File: src/rtl/usec_pkg.sv
package usec_pkg;
  localparam int BUS_W   = 32;
  localparam int FIELD_W = 8;

  typedef struct packed {
    logic [FIELD_W-1:0] num_m1;
    logic [FIELD_W-1:0] den_m1;
  } rate_cfg_t;

  typedef enum logic [1:0] {
    SEL_NONE,
    SEL_CNT,
    SEL_CFG
  } reg_sel_e;
endpackage

File: src/rtl/usec_rate_accum.sv
module usec_rate_accum
  import usec_pkg::*;
#(
  parameter int FW = FIELD_W
) (
  input  logic          clk,
  input  logic          rst_n,
  input  logic [FW-1:0] num_m1,
  input  logic [FW-1:0] den_m1,
  input  logic          clr,
  output logic          tick
);
  localparam int RW = FW + 1;
  localparam int SW = FW + 2;

  logic [RW-1:0] num1, den1, acc_q, acc_d;
  logic [SW-1:0] sum, rem;
  logic          over;

  always_comb begin
    num1 = {1'b0, num_m1} + RW'(1);
    den1 = {1'b0, den_m1} + RW'(1);
    sum  = {1'b0, acc_q} + {1'b0, num1};
    over = sum >= {1'b0, den1};
    rem  = sum - {1'b0, den1};
    if (!over)
      acc_d = sum[RW-1:0];
    else if (rem >= {1'b0, den1})
      acc_d = den1 - RW'(1);
    else
      acc_d = rem[RW-1:0];
    tick = over && !clr;
  end

  always_ff @(posedge clk or negedge rst_n) begin
    if (!rst_n)   acc_q <= '0;
    else if (clr) acc_q <= '0;
    else          acc_q <= acc_d;
  end

  // residual never reaches the denominator
  a_r10_acc_bound: assert property (@(posedge clk) disable iff (!rst_n)
    acc_q < den1);
  // configuration write restarts the phase and suppresses the step
  a_r7_clear_phase: assert property (@(posedge clk) disable iff (!rst_n)
    clr |=> acc_q == '0);
  a_r7_no_step: assert property (@(posedge clk) disable iff (!rst_n)
    clr |-> !tick);
  // ratio at or above one gives a step every cycle
  a_r6_full_rate: assert property (@(posedge clk) disable iff (!rst_n)
    (!clr && num1 >= den1) |-> tick);
endmodule

File: src/rtl/usec_count.sv
module usec_count #(
  parameter int CNT_W = 32
) (
  input  logic             clk,
  input  logic             rst_n,
  input  logic             tick,
  output logic [CNT_W-1:0] count
);
  always_ff @(posedge clk or negedge rst_n) begin
    if (!rst_n)    count <= '0;
    else if (tick) count <= count + CNT_W'(1);
  end

  // single step per tick, modular wrap
  a_r9_step: assert property (@(posedge clk) disable iff (!rst_n)
    tick |=> count == $past(count) + CNT_W'(1));
  a_r9_hold: assert property (@(posedge clk) disable iff (!rst_n)
    !tick |=> $stable(count));
endmodule

File: src/rtl/usec_regs.sv
module usec_regs
  import usec_pkg::*;
#(
  parameter int              ADDR_W  = 8,
  parameter int              CNT_W   = 32,
  parameter logic [ADDR_W-1:0] CNT_OFS = ADDR_W'(8'h10),
  parameter logic [ADDR_W-1:0] CFG_OFS = ADDR_W'(8'h14)
) (
  input  logic              clk,
  input  logic              rst_n,
  input  logic              wr,
  input  logic              rd,
  input  logic [ADDR_W-1:0] addr,
  input  logic [BUS_W-1:0]  wdata,
  input  logic [CNT_W-1:0]  count,
  output rate_cfg_t         cfg,
  output logic              cfg_clr,
  output logic [BUS_W-1:0]  rdata,
  output logic              rvalid
);
  reg_sel_e        sel;
  logic [BUS_W-1:0] rd_mux;

  always_comb begin
    if (addr == CNT_OFS)      sel = SEL_CNT;
    else if (addr == CFG_OFS) sel = SEL_CFG;
    else                      sel = SEL_NONE;
    cfg_clr = wr && (sel == SEL_CFG);
    case (sel)
      SEL_CNT: rd_mux = BUS_W'(count);
      SEL_CFG: rd_mux = BUS_W'(cfg);
      default: rd_mux = '0;
    endcase
  end

  always_ff @(posedge clk or negedge rst_n) begin
    if (!rst_n)       cfg <= '0;
    else if (cfg_clr) cfg <= wdata[$bits(rate_cfg_t)-1:0];
  end

  always_ff @(posedge clk or negedge rst_n) begin
    if (!rst_n) begin
      rdata  <= '0;
      rvalid <= 1'b0;
    end else begin
      rvalid <= rd;
      if (rd) rdata <= rd_mux;
    end
  end

  // response exactly one cycle after the strobe
  a_r2_resp: assert property (@(posedge clk) disable iff (!rst_n)
    rd |=> rvalid);
  a_r2_quiet: assert property (@(posedge clk) disable iff (!rst_n)
    !rd |=> !rvalid);
  // unmapped reads return zero
  a_r3_unmapped: assert property (@(posedge clk) disable iff (!rst_n)
    (rd && sel == SEL_NONE) |=> rdata == '0);
  // configuration reads carry no upper bits
  a_r4_upper_zero: assert property (@(posedge clk) disable iff (!rst_n)
    (rd && sel == SEL_CFG) |=> rdata[BUS_W-1:$bits(rate_cfg_t)] == '0);
endmodule

File: src/rtl/usec_timer.sv
module usec_timer
  import usec_pkg::*;
#(
  parameter int                ADDR_W  = 8,
  parameter int                CNT_W   = 32,
  parameter logic [ADDR_W-1:0] CNT_OFS = ADDR_W'(8'h10),
  parameter logic [ADDR_W-1:0] CFG_OFS = ADDR_W'(8'h14)
) (
  input  logic              clk,
  input  logic              rst_n,
  input  logic              bus_wr,
  input  logic              bus_rd,
  input  logic [ADDR_W-1:0] bus_addr,
  input  logic [31:0]       bus_wdata,
  output logic [31:0]       bus_rdata,
  output logic              bus_rvalid
);
  rate_cfg_t        cfg;
  logic             cfg_clr;
  logic             tick;
  logic [CNT_W-1:0] count;

  usec_regs #(
    .ADDR_W(ADDR_W), .CNT_W(CNT_W), .CNT_OFS(CNT_OFS), .CFG_OFS(CFG_OFS)
  ) u_regs (
    .clk(clk), .rst_n(rst_n), .wr(bus_wr), .rd(bus_rd), .addr(bus_addr),
    .wdata(bus_wdata), .count(count), .cfg(cfg), .cfg_clr(cfg_clr),
    .rdata(bus_rdata), .rvalid(bus_rvalid)
  );

  usec_rate_accum #(.FW(FIELD_W)) u_accum (
    .clk(clk), .rst_n(rst_n), .num_m1(cfg.num_m1), .den_m1(cfg.den_m1),
    .clr(cfg_clr), .tick(tick)
  );

  usec_count #(.CNT_W(CNT_W)) u_count (
    .clk(clk), .rst_n(rst_n), .tick(tick), .count(count)
  );
endmodule

File: config.mk
export PLATFORM = sky130hd
export DESIGN_NAME = usec_timer
export DESIGN_NICKNAME = d
export VERILOG_FILES = /design/src/rtl/usec_pkg.sv /design/src/rtl/usec_rate_accum.sv /design/src/rtl/usec_count.sv /design/src/rtl/usec_regs.sv /design/src/rtl/usec_timer.sv
export SDC_FILE = /design/constraint.sdc
export NUM_CORES = 1
export LEC_CHECK = 0
export CORE_MARGIN = 2
export CORE_UTILIZATION = 50
export CTS_CLUSTER_SIZE = 16
export DETAILED_ROUTE_END_ITERATION = 10
export PLACE_DENSITY = 0.74
export SYNTH_ARGS = -nofsm -noshare
export SYNTH_HDL_FRONTEND = slang
export SYNTH_SLANG_ARGS = --single-unit
File: constraint.sdc
create_clock -name clk -period 7.8 [get_ports clk]
set_clock_uncertainty 0.05 [all_clocks]
set_input_delay 1.17 -clock clk [delete_from_list [all_inputs] [get_ports clk]]
set_output_delay 1.17 -clock clk [all_outputs]
set_load 0.05 [all_outputs]
==> flow_metrics.env <==
export IMPL_status="completed"
export IMPL_irDropWorstVdd_mv=0.225
export IMPL_fmax_mhz=195
export IMPL_detail_route_antenna_nets=0
export IMPL_final_period_utilization=0.659
export IMPL_hold_path_depth=1
export IMPL_cts_tree="yes"
export IMPL_grt_usage=0.220
export IMPL_cp_buffers_inverters=0
export IMPL_rows=37
export IMPL_synth_avg_cell_area_um2=9.72
export IMPL_stdcell_count=735
export IMPL_core_area_um2=10300
export IMPL_yosys_top_cells_area="dfrtp_1 (42%), ha_1 (6.6%), xor2_1 (5.1%)"
export IMPL_firstDrtPassIters=4
export IMPL_drv_cap=0
export IMPL_syn_area_um2=5320
export IMPL_synth_edf_count=0
export IMPL_insertion_delay_ns=0.36
export IMPL_post_route_min_period_ns=5.14
export IMPL_pwr_share_clk=0.179
export IMPL_cts_root_buf="clkbuf_8"
export IMPL_htreeDepth=3
export IMPL_finalHoldViolCount=0
export IMPL_crit_chain="ha_1 -> a21o_1 -> a21oi_1 -> a21boi_1 -> o21ai_0 -> nor3b_1 -> nor2_1 -> ha_1 -> nand4_1 -> nor3_1 -> a311oi_2 -> a31oi_1 -> nand2_1 -> nor3_2 -> xnor2_1"
export IMPL_worstMarginPinSlew_ns=1.09
export IMPL_rr_worst_depth=15
export IMPL_crit_slowest_cell="a31oi_1"
export IMPL_arrival_ns=5.37
export IMPL_post_cts_resized=0
export IMPL_ys_ff_latch=90
export IMPL_cts_setup_buffers=0
export IMPL_nets=671
export IMPL_synth_most_common_cell="dfrtp_1"
export IMPL_ctsHoldBuffers=0
export IMPL_slew_violations=0
export IMPL_synth_largest_area_cell="dfrtp_1"
export IMPL_clock_path_buffers=2
export IMPL_ys_types=61
export IMPL_antenna_cells=0
export IMPL_routed_wl_um=11800
export IMPL_finalWeightedCongestion=0.880
export IMPL_dp_cells=722
export IMPL_p_int_w=0.00103
export IMPL_critical_path_max_stage_delay_ns=0.77
export IMPL_setup_ws_ns=2.66
export IMPL_grt_first_pass_wirelength_um=19900
export IMPL_crit_required_ns=8.03
export IMPL_overflow=0
export IMPL_grt_max_degree=47
export IMPL_seqPwrFrac=0.317
export IMPL_initial_core_util=0.515
export IMPL_drive_above_1_share=0.0634
export IMPL_crit_type="reg -> reg"
export IMPL_cp_max_fo=13
export IMPL_setup_viol=0
export IMPL_design_area_um2=6170
export IMPL_p_sw_w=0.000717
export IMPL_syn_to_final_growth_pct=16.1
export IMPL_synth_top_area_share=0.424
export IMPL_drtIter0Drc=165
export IMPL_place_area_um2=5990
export IMPL_p_comb_frac=0.505
export IMPL_cp_end_kind="flop"
export IMPL_p_per_area_nw_per_um2=282
export IMPL_vias=4042
export IMPL_syn_instance_count=547
export IMPL_clk_pin_slew_ns=0.08
export IMPL_die_h_um=107
export IMPL_die_w_um=107
export IMPL_drc_errors=0
export IMPL_io_buffers=60
export IMPL_crit_top_cell="ha_1"
export IMPL_crit_cells=15
export IMPL_io_pins=77
export IMPL_yosys_top_cells_count="dfrtp_1 (90), inv_1 (51), nand2_1 (50), nor2_1 (33), xor2_1 (31)"
export IMPL_cts_sinks=90
export IMPL_ys_seq_area_frac=0.424
export IMPL_wire_per_inst_um=16.1
export IMPL_yosysWarnings=0
export IMPL_hold_class="reg -> reg"
export IMPL_path_delay_family="simple AND/OR/NAND/NOR gates"
export IMPL_cts_buffers=9
export IMPL_dieArea_um2=11500
export IMPL_async_reset_ff_frac=1.00
export IMPL_syn_nets=621
export IMPL_grt_pass1_vias=4126
export IMPL_power_leakage_nw=2.79
export IMPL_switching_share=0.412
export IMPL_synth_flop_cell="dfrtp_1"
export IMPL_vias_per_cell=5.50
export IMPL_crit_path_start_kind="flop"
export IMPL_fin_setup_tns_ns=0
export IMPL_hpwl_um=8850
export IMPL_place_ws_ns=2.80
export IMPL_rsz0062_at_grt="false"
export IMPL_antenna_found_initial=0
export IMPL_relSlewSlack=0.269
stage by stage:
step	hold slack, ns	util	power (W)
global route	0.449	0.598	0.00187
floorplan	0.391	-	0.00127
CTS	0.443	0.598	0.00174
detailed placement	0.429	0.580	0.00143
finish	0.442	0.598	0.00174
global placement	0.412	0.580	0.00141
cells by family (layout without fill, tap and decap cells):
| kind of cell | count (synthesis) | count (layout) | share of synthesized area |
|---|---|---|---|
| flops | 90 | 90 | 0.424 |
| simple gates | 160 | 160 | 0.157 |
| xor+xnor | 57 | 57 | 0.0967 |
| compound gates | 106 | 106 | 0.134 |
| mux | 29 | 29 | 0.0577 |
| fa+ha+maj | 30 | 30 | 0.0734 |
| buf+inv | 75 | 127 | 0.0579 |
layout make-up:
class | instances | area, um2
multi-input cells | 382 | 2760
inverters | 51 | 191
clock buffers | 10 | 138
clock inverters | 3 | 42.5
flip-flops and latches | 90 | 2250
fillers | 896 | 4150
well taps | 136 | 170
repair buffers | 63 | 621
flip-flops by register name, summed over array words and instances (netlist names):
| signal | cells |
|---|---|
| u_accum.acc_q | 9 |
| u_count.count | 32 |
| u_regs.cfg | 16 |
| u_regs.rdata | 32 |
| u_regs.rvalid | 1 |
power by group through the flow:
| stage | Clock, W | Combinational [W] | Sequential (W) |
|---|---|---|---|
| final | 0.000311 | 0.000880 | 0.000552 |
| after global routing | 0.000331 | 0.000983 | 0.000558 |
| after CTS | 0.000316 | 0.000878 | 0.000551 |
| after detailed placement | 0 | 0.000872 | 0.000560 |
| after global placement | 0 | 0.000856 | 0.000558 |
| after floorplan | 0 | 0.000722 | 0.000546 |
layout by cell type, fill, tap and decap left out, types with 4 or more instances in the layout:
cell type	netlist	routed
nand3_1	13	13
mux2_1	13	13
and4_1	4	4
inv_1	51	51
nor2_1	33	33
o21a_1	4	4
o211ai_1	4	4
xnor2_1	24	24
buf_4	3	4
dfrtp_1	90	90
o21ai_0	14	14
clkbuf_8	0	10
a21oi_1	11	11
xor2_1	31	31
mux2i_1	16	16
nor2b_1	4	4
nor3_2	8	8
o22ai_1	16	16
ha_1	28	28
o31ai_1	4	4
o21ai_1	21	21
nand4_1	10	10
nor3_1	12	12
clkdlybuf4s50_1	0	59
nand2_1	50	50
a21o_1	4	4
and3_1	9	9
a211oi_1	4	4
worst paths after layout:
path                                          startpoint                            end  slack [ns]
hold / removal             u_count.count[31]$_DFFE_PN0P_  u_count.count[31]$_DFFE_PN0P_        0.44
hold reg to reg            u_count.count[31]$_DFFE_PN0P_  u_count.count[31]$_DFFE_PN0P_        0.44
max in group asynchronous                          rst_n      u_regs.cfg[9]$_DFFE_PN0P_        5.96
setup / recovery              u_regs.cfg[11]$_DFFE_PN0P_  u_count.count[22]$_DFFE_PN0P_        2.66
setup reg to reg              u_regs.cfg[11]$_DFFE_PN0P_  u_count.count[22]$_DFFE_PN0P_        2.66
min in group asynchronous                          rst_n  u_count.count[27]$_DFFE_PN0P_        0.75
worst reg2reg max path, stage by stage, from the launching register on:
cell      delay, ns
dfrtp_1        0.43
ha_1           0.38
a21o_1         0.20
a21oi_1        0.24
a21boi_1       0.13
o21ai_0        0.26
nor3b_1        0.36
nor2_1         0.11
ha_1           0.37
nand4_1        0.15
nor3_1         0.31
a311oi_2       0.13
a31oi_1        0.77
nand2_1        0.65
nor3_2         0.37
xnor2_1        0.16
routing by layer:
metal / GRT usage / routed length, um / vias up
met5: 0 / 0 / -
met4: 0.0742 / 208 / 0
met3: 0.0328 / 381 / 15
met2: 0.363 / 5740 / 84
met1: 0.296 / 5510 / 1956
li1: - / - / 1987
No activity file was read; power rests on OpenSTA's default activity.
